<file path="config.mk">
export PLATFORM = sky130hd
export DESIGN_NAME = evict_wbuf
export DESIGN_NICKNAME = d
export VERILOG_FILES = /design/src/rtl/evict_wbuf_pkg.sv /design/src/rtl/evict_wbuf_store.sv /design/src/rtl/evict_wbuf_ctrl.sv /design/src/rtl/evict_wbuf.sv
export SDC_FILE = /design/constraint.sdc
export NUM_CORES = 1
export LEC_CHECK = 0
export BUFFER_PORTS_ARGS = -buffer_cell sky130_fd_sc_hd__buf_4
export CAP_MARGIN = 20
export CORE_AREA = 8 8 206 208
export CTS_BUF_LIST = sky130_fd_sc_hd__clkbuf_16
export DETAILED_ROUTE_END_ITERATION = 8
export DIE_AREA = 0 0 214 216
export PLACE_DENSITY = 0.65
export SLEW_MARGIN = 20
export SYNTH_ARGS = -nofsm -noshare
export SYNTH_HDL_FRONTEND = slang
export SYNTH_SLANG_ARGS = --single-unit
export TNS_END_PERCENT = 1
</file>
<file path="constraint.sdc">
create_clock -name clk -period 7.5 [get_ports clk]
set_clock_uncertainty 0.2 [all_clocks]
set_input_delay 1.5 -clock clk [delete_from_list [all_inputs] [get_ports clk]]
set_output_delay 1.5 -clock clk [all_outputs]
set_load 0.1 [all_outputs]
</file>
<file path="src/rtl/evict_wbuf_pkg.sv">
package evict_wbuf_pkg;
  typedef enum logic [1:0] {
    MS_IDLE  = 2'd0,
    MS_READ  = 2'd1,
    MS_WRITE = 2'd2
  } mem_st_e;
endpackage

</file>
<file path="src/rtl/evict_wbuf_store.sv">
module evict_wbuf_store #(
  parameter int TAG_W  = 12,
  parameter int LINE_W = 128
) (
  input  logic              clk,
  input  logic              rst_n,
  input  logic              cap_en,
  input  logic              clr_en,
  input  logic [TAG_W-1:0]  in_tag,
  input  logic [LINE_W-1:0] in_line,
  input  logic [TAG_W-1:0]  look_tag,
  output logic              vld,
  output logic [TAG_W-1:0]  tag,
  output logic [LINE_W-1:0] line,
  output logic              hit
);
  logic vld_d;

  always_comb begin
    vld_d = vld;
    if (cap_en) vld_d = 1'b1;
    if (clr_en) vld_d = 1'b0;
    hit = vld && (tag == look_tag);
  end

  always_ff @(posedge clk or negedge rst_n) begin
    if (!rst_n) vld <= 1'b0;
    else        vld <= vld_d;
  end

  // Data and tag carry no reset; they are qualified by vld.
  always_ff @(posedge clk) begin
    if (cap_en) begin
      tag  <= in_tag;
      line <= in_line;
    end
  end
endmodule

</file>
<file path="src/rtl/evict_wbuf_ctrl.sv">
module evict_wbuf_ctrl
  import evict_wbuf_pkg::*;
(
  input  logic    clk,
  input  logic    rst_n,
  input  logic    c_read,
  input  logic    c_write,
  input  logic    buf_vld,
  input  logic    buf_hit,
  input  logic    m_resp,
  output mem_st_e st,
  output logic    resp_q,
  output logic    cap_en,
  output logic    clr_en,
  output logic    ld_buf_data,
  output logic    ld_mem_data,
  output logic    ld_rd_tag
);
  mem_st_e st_d;
  logic    refill_q, refill_d, resp_d;
  logic    req_ok, rd_hit, rd_miss, wr_take, wr_block, rd_done, drain_go;

  always_comb begin
    req_ok   = (st == MS_IDLE) && !resp_q;
    rd_hit   = req_ok && c_read && buf_hit;
    rd_miss  = req_ok && c_read && !buf_hit;
    wr_take  = req_ok && c_write && (!buf_vld || buf_hit);
    wr_block = req_ok && c_write && buf_vld && !buf_hit;
    rd_done  = (st == MS_READ) && m_resp;
    drain_go = (st == MS_IDLE) && buf_vld && !rd_hit && !rd_miss && !wr_take
               && (refill_q || wr_block);
    clr_en      = (st == MS_WRITE) && m_resp;
    cap_en      = wr_take;
    ld_buf_data = rd_hit;
    ld_mem_data = rd_done;
    ld_rd_tag   = rd_miss;
    resp_d      = rd_hit || wr_take || rd_done;

    st_d = st;
    case (st)
      MS_IDLE: begin
        if (rd_miss)       st_d = MS_READ;
        else if (drain_go) st_d = MS_WRITE;
      end
      MS_READ:  if (m_resp) st_d = MS_IDLE;
      MS_WRITE: if (m_resp) st_d = MS_IDLE;
      default:  st_d = MS_IDLE;
    endcase

    refill_d = refill_q;
    if (rd_hit || rd_done)    refill_d = 1'b1;
    if (wr_take && !buf_vld)  refill_d = 1'b0;
    if (clr_en)               refill_d = 1'b0;
  end

  always_ff @(posedge clk or negedge rst_n) begin
    if (!rst_n) begin
      st       <= MS_IDLE;
      resp_q   <= 1'b0;
      refill_q <= 1'b0;
    end else begin
      st       <= st_d;
      resp_q   <= resp_d;
      refill_q <= refill_d;
    end
  end
endmodule

</file>
<file path="src/rtl/evict_wbuf.sv">
module evict_wbuf
  import evict_wbuf_pkg::*;
#(
  parameter int ADDR_W = 16,
  parameter int LINE_W = 128
) (
  input  logic              clk,
  input  logic              rst_n,
  input  logic              c_read,
  input  logic              c_write,
  input  logic [ADDR_W-1:0] c_addr,
  input  logic [LINE_W-1:0] c_wdata,
  output logic [LINE_W-1:0] c_rdata,
  output logic              c_resp,
  output logic              m_read,
  output logic              m_write,
  output logic [ADDR_W-1:0] m_addr,
  output logic [LINE_W-1:0] m_wdata,
  input  logic [LINE_W-1:0] m_rdata,
  input  logic              m_resp
);
  localparam int OFS_W = $clog2(LINE_W / 8);
  localparam int TAG_W = ADDR_W - OFS_W;

  mem_st_e           st;
  logic              resp_q, cap_en, clr_en, ld_buf_data, ld_mem_data, ld_rd_tag;
  logic              buf_vld, buf_hit;
  logic [TAG_W-1:0]  c_tag, buf_tag, rd_tag_q, out_tag;
  logic [LINE_W-1:0] buf_line, rdata_q, rdata_d;

  assign c_tag = c_addr[ADDR_W-1:OFS_W];

  evict_wbuf_store #(.TAG_W(TAG_W), .LINE_W(LINE_W)) u_store (
    .clk      (clk),
    .rst_n    (rst_n),
    .cap_en   (cap_en),
    .clr_en   (clr_en),
    .in_tag   (c_tag),
    .in_line  (c_wdata),
    .look_tag (c_tag),
    .vld      (buf_vld),
    .tag      (buf_tag),
    .line     (buf_line),
    .hit      (buf_hit)
  );

  evict_wbuf_ctrl u_ctrl (
    .clk         (clk),
    .rst_n       (rst_n),
    .c_read      (c_read),
    .c_write     (c_write),
    .buf_vld     (buf_vld),
    .buf_hit     (buf_hit),
    .m_resp      (m_resp),
    .st          (st),
    .resp_q      (resp_q),
    .cap_en      (cap_en),
    .clr_en      (clr_en),
    .ld_buf_data (ld_buf_data),
    .ld_mem_data (ld_mem_data),
    .ld_rd_tag   (ld_rd_tag)
  );

  always_comb begin
    rdata_d = rdata_q;
    if (ld_buf_data)      rdata_d = buf_line;
    else if (ld_mem_data) rdata_d = m_rdata;
    out_tag = (st == MS_WRITE) ? buf_tag : rd_tag_q;
  end

  always_ff @(posedge clk) begin
    rdata_q <= rdata_d;
    if (ld_rd_tag) rd_tag_q <= c_tag;
  end

  assign c_rdata = rdata_q;
  assign c_resp  = resp_q;
  assign m_read  = (st == MS_READ);
  assign m_write = (st == MS_WRITE);
  assign m_addr  = {out_tag, {OFS_W{1'b0}}};
  assign m_wdata = buf_line;
endmodule

</file>
After elaboration in Yosys (flattened, before gate mapping):

Cells that the tools add are included.

* register bits after elaboration: 285
* word-level logic and storage cells: 59
* output and inout bits: 275
* input port bits: 277

* reduce and logical (&&, ||, !) cells: 34
* equal/unequal tests: 5
* multiplexer cells: 12

Operators with widths (number)
* $mux 128: 2
* $logic_and 1x1->1: 17
* $eq 12x12->1: 1
* $mux 12: 1
* $logic_not 1->1: 6
* $mux 2: 3
* $logic_or 1x1->1: 5
* $mux 1: 5
* $pmux 2 s2: 1
* $reduce_bool 2->1: 2
* $ne 3x2->1 const B: 1
* $reduce_bool 3->1: 1
* $eq 2x1->1 const B: 1
* $eq 2x2->1 const B: 1
* $logic_not 2->1: 1
* $ne 2x1->1 const B: 1
* $reduce_and 2->1: 1
* $reduce_or 2->1: 1

Depth between registers and ports, before layout:

Gate-level depths: netlist of run 1.

* depth in word-level cells: 12
* gate-level depth with buffers: 8
* depth with buffers taken out: 7

Modules after synthesis:

A second synthesis of run 1 with hierarchy kept.

* cells, all modules: 499
* area total of the unflattened synthesis: 10701.5 um2

Modules (own cells, without submodules)
* evict_wbuf: cells each 303, times used 1, seq. area each 4204.0 um2, area each 5999.5 um2
* evict_wbuf_store: cells each 160, times used 1, seq. area each 4229.1 um2, area each 4375.4 um2
* evict_wbuf_ctrl: cells each 36, times used 1, seq. area each 100.1 um2, area each 326.6 um2

Worst setup path before layout of run 1:

Ideal clock, no wire load.

* path type: input -> register
* start point: input port c_addr[6]
* end point: register u_store.line[0], enable pin
* buffers on the path: 0
* slack: -1431 ps
* arrival: 8090 ps
* cell stages on the path: 5
* required time: 6659 ps
* library setup time: 641 ps
* cells stage by stage: xor2_1 > nor4_2 > and2_1 > a21oi_1 > nor2_1

* word-level cells in the longest chain between the ends: 4

Ends and longest elaborated chain
* start: declaration: line evict_wbuf.sv:11 `input logic [ADDR_W-1:0] c_addr,`
* $eq 12x12->1: line evict_wbuf_store.sv:23 `hit = vld && (tag == look_tag);`
* $logic_and 1x1->1: line evict_wbuf_store.sv:23
* $logic_or 1x1->1: line evict_wbuf_ctrl.sv:27 `wr_take = req_ok && c_write && (!buf_vld || buf_hit);`
* $logic_and 1x1->1: line evict_wbuf_ctrl.sv:27
* net cap_en: line evict_wbuf.sv:26 `logic resp_q, cap_en, clr_en, ld_buf_data, ld_mem_data, ld_rd_tag;`
* end signal: assignment: line evict_wbuf_store.sv:35 `line <= in_line;`
* end: declaration: line evict_wbuf_store.sv:14 `output logic [LINE_W-1:0] line,`

The timed path passes the listed nets, and every way through them passes these cells.
A chain may end at the register's enable or synchronous reset.

Worst setup path after layout of run 1:

* start point: input port c_addr[9]
* end point: register rdata_q[6] (netlist: c_rdata[6]) (data pin)

* word-level cells in the longest chain between the ends: 4

Ends and longest elaborated chain
* $eq 12x12->1: line evict_wbuf_store.sv:23
* $logic_and 1x1->1: line evict_wbuf_store.sv:23
* $logic_and 1x1->1: line evict_wbuf_ctrl.sv:25 `rd_hit = req_ok && c_read && buf_hit;`
* $mux 128: line evict_wbuf.sv:66 `if (ld_buf_data) rdata_d = buf_line;`
* net rdata_d[6]: line evict_wbuf.sv:29 `logic [LINE_W-1:0] buf_line, rdata_q, rdata_d;`
* end signal: assignment: line evict_wbuf.sv:72 `rdata_q <= rdata_d;`
* end: declaration: line evict_wbuf.sv:29

The timed path passes the listed nets, and every way through them passes these cells.

==> flow_summary_export.csv, run 1 <==
group,metric,value,unit
run,cap_violations,0,
logic_synthesis,syn-instance-count,496,
sta,hold_viol_final,0,
grt,grt_overflow,0,
grt,grt_usage,14.2,%
min_path,min_path_type,"register to register",
clock_tree,cts_resized,0,
clock_tree,cts_hold_buf,0,
setup_path,path_max_fanout,48,
sta,setup-violations-final,0,
die,dieWidth,214,um
power,clkPwrFrac,27.4,%
clock_tree,cts_buffers,34,
final_layout,fillers,3493,
power,vdd_ir_drop_max,0.234,mV
grt,grt_start_max_net_pins,72,
final_layout,drive_gt1_share,66.8,%
die,coreArea,39200,um^2
clock_tree,clk_pin_slew_worst_paths,0.06,ns
clock_tree,clockBufferDepth,3,
setup_path,end_kind,"register",
setup_path,reg2reg_to,"c_rdata[6]$_DFFE_PP_",
die,start_util,28.3,%
power,p_sw_share,41.2,%
min_path,hold_end,"u_ctrl.st[1]$_DFFE_PN0P_",
placed_design,dp.final_hpwl,26500,um
power,power,0.00570,W
power,power_density,339,nW/um^2
grt,grt_pass1_vias,7389,
clock_tree,tritoncts,"built",
final_layout,layout_common_cells,"buf_4 (550), edfxtp_1 (280), mux2_4 (110), clkbuf_16 (37)",
sta,period_minus_slack,4.05,ns
power,switchingPower,0.00234,W
power,seqPwrFrac,36.9,%
sta,max_freq,247,MHz
die,die_h,216,um
route,drc,0,
final_layout,diodes,0,
route,detail_route.wl_per_cell,21.4,um
logic_synthesis,syn_avg_cell_area,22.3,um^2
placed_design,gp_congestion,0.808,
grt,grt_pass1_wl,49600,um
setup_path,r2r_cells,8,
sta,rsz0062_at_grt,"no",
logic_synthesis,synth_seq_area_share,77.0,%
route,ant_nets,0,
setup_path,arrival,4.12,ns
die,io_pins,552,
sta,fin_crit_sh,54.0,%
final_layout,syn2layout_area_growth,51.6,%
final_layout,final_area,16800,um^2
route,vias,6738,
power,comb_power_share,35.7,%
sta,tightest_slew,1.04,ns
logic_synthesis,yosysWarnings,0,
sta,whs,0.326,ns
clock_tree,cts_htree_levels,2,
placed_design,placed_area,15700,um^2
power,p_leak,7.19,nW
die,num_rows,73,
logic_synthesis,synth.distinct_cells,33,
sta,slew_violations,0,
route,wl,34700,um
setup_path,required,7.56,ns
logic_synthesis,synth_area,11100,um^2
power,intPower,0.00335,W
placed_design,port_buffers,543,
die,die_area,46200,um^2
clock_tree,cts_setup_buffers,0,
setup_path,r2r_slack,3.83,ns
sta,setup_tns,0,ns
setup_path,critPathLaunchType,"primary input",
route,drtIter0Drc,323,
clock_tree,cts.sink_count,285,
route,routed_via_density,4.17,
route,first_pass_iters,4,
clock_tree,root_buffer,"clkbuf_16",
min_path,hold_start,"u_ctrl.st[1]$_DFFE_PN0P_",
min_path,hold_depth,1,
final_layout,mostFrequentLayoutCell,"buf_4",
sta,relSlewSlack,30.9,%
clock_tree,clock_latency,0.52,ns
setup_path,regToRegStartpoint,"u_ctrl.st[0]$_DFFE_PN0P_",
setup_path,path_class,"primary input to register",
logic_synthesis,ys_ff_latch,285,
run_status,status,"finished clean",
final_layout,fin_nets,1346,
grt,antenna_found_initial,0,
-- registers in the layout (all words and copies together), names as in the netlist --
register	count
c_rdata	128
u_store.line	128
rd_tag_q	12
u_store.tag	12
u_ctrl.st	2
u_ctrl.refill_q	1
u_ctrl.resp_q	1
u_store.vld	1
-- through the flow --
step / setup slack (ns) / std cells / util, %
finish: 3.45 / 1617 / 42.9
global route: 3.36 / 1617 / 42.9
CTS: 3.46 / 1617 / 42.9
detailed placement: 2.90 / 1555 / 40.1
global placement: 2.92 / 1555 / 40.1
floorplan: 0.932 / 499 / -
-- how the worst max path moves through the flow --
stage                        startpoint                   endpoint  slack [ns]  depth (start not counted)
6_report                      c_addr[9]       c_rdata[6]$_DFFE_PP_        3.45                          7
5_1_grt                       c_addr[9]       c_rdata[6]$_DFFE_PP_        3.36                          7
4_1_cts        u_ctrl.st[0]$_DFFE_PN0P_                  m_addr[9]        3.46                          4
3_5_place_dp                  c_addr[9]       c_rdata[6]$_DFFE_PP_        2.90                          7
3_3_place_gp                 c_addr[12]       c_rdata[6]$_DFFE_PP_        2.92                          7
2_1_floorplan                 c_addr[6]  u_store.line[0]$_DFFE_PP_        0.93                          5
-- area by class of cell --
cell class                 count  area, um^2  area share, %
clock buffer                  37         926           5.51
timing repair buffer         550        4130           24.6
tap                          525         657           3.91
inverter                       4        15.0         0.0894
clock inverter                25         141          0.842
multi-input combinational    191        2390           14.2
sequential                   285        8530           50.8
-- worst max-delay path, stage by stage --
cell and delay, ns:
buf_4 0.13, xor2_1 0.25, nor4_4 0.11, nand4_4 0.12
buf_4 0.66, buf_4 0.86, mux2_2 0.42
-- per-layer routing --
metal	routed length (um)	global-route usage [%]	share of wire, %	vias to the layer above
li1	-	-	-	3093
met1	13100	15.7	38	3260
met2	17500	24.2	50	333
met3	3210	5.61	9.3	52
met4	898	5.48	2.6	0
met5	0	0	0	-
-- logic make-up after synthesis --
| kind of cell | Yosys count | share of synthesized area (%) |
|---|---|---|
| and+or+nand+nor | 20 | 1.24 |
| AOI/OAI and AO/OA | 12 | 0.745 |
| muxes | 140 | 18.0 |
| adders and majority gates | 3 | 0.339 |
| DFF | 285 | 77.0 |
| xor gates and xnor gates | 12 | 0.949 |
| other | 1 | 0.0338 |
| buffers and inverters | 23 | 1.72 |
-- synthesized netlist by cell type --
cell type | number | share of area (%)
o221a_2 | 1 | 0.10
a31oi_1 | 1 | 0.057
a21oi_1 | 2 | 0.090
and2_1 | 2 | 0.11
edfxtp_1 | 280 | 76
buf_6 | 11 | 1.1
nor4_4 | 1 | 0.19
o21a_1 | 1 | 0.068
buf_2 | 2 | 0.090
buf_1 | 1 | 0.034
nand4_2 | 1 | 0.11
nor2b_1 | 1 | 0.057
mux2_1 | 15 | 1.5
a21boi_0 | 1 | 0.068
or2_2 | 1 | 0.057
nor4_2 | 2 | 0.23
nand2b_1 | 1 | 0.057
inv_1 | 4 | 0.14
buf_4 | 5 | 0.34
ha_1 | 3 | 0.34
mux2_4 | 110 | 15
dfrtp_1 | 5 | 1.1
and3b_1 | 1 | 0.079
a2111o_1 | 1 | 0.10
o21bai_1 | 1 | 0.068
mux2_2 | 15 | 1.5
nor2_1 | 2 | 0.068
o22ai_1 | 1 | 0.057
nand3_1 | 1 | 0.045
nand2_1 | 7 | 0.24
conb_1 | 1 | 0.034
o21ai_0 | 3 | 0.14
xor2_1 | 12 | 0.95
-- power groups by stage --
stage | clock [W] | combinational [W] | sequential, W
final | 0.00156 | 0.00204 | 0.00210
after global routing | 0.00167 | 0.00209 | 0.00212
after CTS | 0.00162 | 0.00205 | 0.00210
after detailed placement | 0 | 0.00205 | 0.00213
after global placement | 0 | 0.00205 | 0.00213
after floorplan | 0 | 0.000429 | 0.00326
Note: power is estimated with default switching activity, not from simulation.
==> run 2, diff against run 1 <==
==> constraint.sdc (replaced) <==
create_clock -name clk -period 3.7 [get_ports clk]
set_clock_uncertainty 0.2 [all_clocks]
set_input_delay 0.74 -clock clk [delete_from_list [all_inputs] [get_ports clk]]
set_output_delay 0.74 -clock clk [all_outputs]
set_load 0.1 [all_outputs]
==> flow_summary_export.csv, run 2 (synthesis gave the netlist of run 1 again) <==
group,metric,value,unit
route,vias,6781,
clock_tree,cts_buffers,31,
die,die_area,46200,um^2
sta,max_freq,304,MHz
setup_path,end_kind,"output port",
route,ant_nets,0,
grt,grt_usage,14.0,%
power,vdd_ir_drop_max,0.504,mV
min_path,min_path_type,"primary input to register",
route,drc,0,
sta,setup_tns,0,ns
die,num_rows,73,
setup_path,r2r_cells,7,
min_path,hold_depth,1,
clock_tree,root_buffer,"clkbuf_16",
route,routed_via_density,4.20,
power,power_density,668,nW/um^2
sta,period_minus_slack,3.29,ns
final_layout,diodes,0,
setup_path,critPathMaxStageDelay,0.63,ns
die,start_util,28.3,%
sta,slew_violations,0,
power,clkPwrFrac,24.6,%
power,p_sw_share,42.2,%
power,p_leak,7.14,nW
sta,setup-violations-final,0,
setup_path,crit_chain,"inv_1 > ha_1 > mux2_2 > buf_4",
die,coreArea,39200,um^2
setup_path,reg2reg_to,"c_rdata[36]$_DFFE_PP_",
grt,grt_start_max_net_pins,74,
clock_tree,tritoncts,"built",
final_layout,seqCellArea,8530,um^2
route,detail_route.wl_per_cell,21.5,um
clock_tree,clockBufferDepth,3,
route,first_pass_iters,6,
final_layout,final_area,16700,um^2
final_layout,fin_nets,1348,
setup_path,slowest_stage,"ha_1",
setup_path,required,2.76,ns
route,wl,34800,um
die,die_h,216,um
clock_tree,cts_htree_levels,1,
final_layout,drive_gt1_share,67.0,%
sta,relSlewSlack,51.3,%
run,cap_violations,0,
route,drtIter0Drc,294,
grt,grt_overflow,0,
sta,fin_crit_sh,88.9,%
placed_design,port_buffers,543,
final_layout,multiInputGateArea,2400,um^2
power,intPower,0.00647,W
setup_path,arrival,2.35,ns
final_layout,layout_common_cells,"buf_4 (548), edfxtp_1 (280), mux2_4 (110), clkbuf_16 (31)",
clock_tree,cts_resized,0,
sta,rsz0062_at_grt,"no",
clock_tree,clk_pin_slew_worst_paths,0.06,ns
sta,tightest_slew,0.731,ns
placed_design,gp_congestion,0.829,
grt,grt_pass1_vias,7426,
final_layout,syn2layout_area_growth,51.2,%
min_path,hold_end,"u_store.line[20]$_DFFE_PP_",
final_layout,mostFrequentLayoutCell,"buf_4",
setup_path,regToRegStartpoint,"u_ctrl.st[0]$_DFFE_PN0P_",
power,seqPwrFrac,38.0,%
placed_design,dp.final_hpwl,27000,um
min_path,hold_start,"c_wdata[20]",
setup_path,r2r_slack,1.01,ns
run_status,status,"finished clean",
die,dieWidth,214,um
power,power,0.0112,W
setup_path,path_class,"register to output port",
clock_tree,cts.sink_count,285,
grt,grt_pass1_wl,49400,um
setup_path,path_max_fanout,14,
setup_path,critPathLaunchType,"register",
die,io_pins,552,
power,comb_power_share,37.4,%
placed_design,placed_area,15800,um^2
sta,hold_viol_final,0,
grt,antenna_found_initial,0,
clock_tree,clock_latency,0.57,ns
power,switchingPower,0.00473,W
final_layout,fillers,3490,
run 2: cell count changes in the layout (fill, tap and decap cells not counted), sizes merged:
| cell | delta |
|---|---|
| buf | +4 |
| clkbuf | -6 |
| bufinv | -1 |
| inv | -7 |
| dlygate4sd3 | +1 |
| clkinv | +6 |
| clkinvlp | +2 |
run 2: layer usage:
layer | vias up | GRT usage [%] | wire (um)
met3 | 54 | 4.52 | 2870
li1 | 3095 | - | -
met4 | 0 | 4.58 | 887
met1 | 3315 | 15.8 | 13300
met2 | 317 | 24.6 | 17700
met5 | - | 0 | 0
run 2: final cells by class:
| cell class | instances | share of cell area (%) |
|---|---|---|
| Timing Repair Buffer | 555 | 25.3 |
| Tap cell | 525 | 3.92 |
| Sequential cell | 285 | 50.9 |
| Multi-Input combinational cell | 191 | 14.3 |
| Clock inverter | 25 | 0.725 |
| Clock buffer | 31 | 4.63 |
| Inverter | 4 | 0.0896 |
run 2: how the worst max path moves through the flow:
stage / end / from / slack [ns]
final: m_addr[11] / u_ctrl.st[0]$_DFFE_PN0P_ / 0.41
after global routing: m_addr[13] / u_ctrl.st[0]$_DFFE_PN0P_ / 0.28
after CTS: m_addr[5] / u_ctrl.st[0]$_DFFE_PN0P_ / 0.35
after detailed placement: c_rdata[11]$_DFFE_PP_ / c_addr[7] / 0.66
after global placement: u_store.line[30]$_DFFE_PP_ / c_addr[7] / 0.69
after floorplan: u_store.line[0]$_DFFE_PP_ / c_addr[7] / -0.54
run 2: power by group through the flow:
stage | Clock (W) | Combinational [W] | Sequential [W]
finish | 0.00275 | 0.00419 | 0.00426
global route | 0.00295 | 0.00430 | 0.00430
CTS | 0.00284 | 0.00423 | 0.00426
detailed placement | 0 | 0.00422 | 0.00433
global placement | 0 | 0.00421 | 0.00431
floorplan | 0 | 0.000876 | 0.00657
run 2: repair_timing:
item / in CTS / in global routing
buffers inserted: 0 / 0
hold buffers: 1 / 0
hold endpoints to repair: 5 / 0
run 2: critical path, delay by kind of cell (launching register included):
kind | cells | cell delay, ns
adder cells (fa/ha/maj) | 1 | 0.63
flip-flops | 1 | 0.40
buffers and inverters | 2 | 0.32
multiplexers | 1 | 0.42
run 2: through the flow:
step | hold slack [ns] | util (%) | worst slack (ns) | std cells
2_1_floorplan | 0.244 | - | -0.535 | 499
3_3_place_gp | 0.314 | 40.4 | 0.689 | 1559
3_5_place_dp | 0.314 | 40.4 | 0.658 | 1559
4_1_cts | 0.107 | 42.7 | 0.353 | 1616
5_1_grt | 0.108 | 42.7 | 0.285 | 1616
6_report | 0.147 | 42.7 | 0.410 | 1616
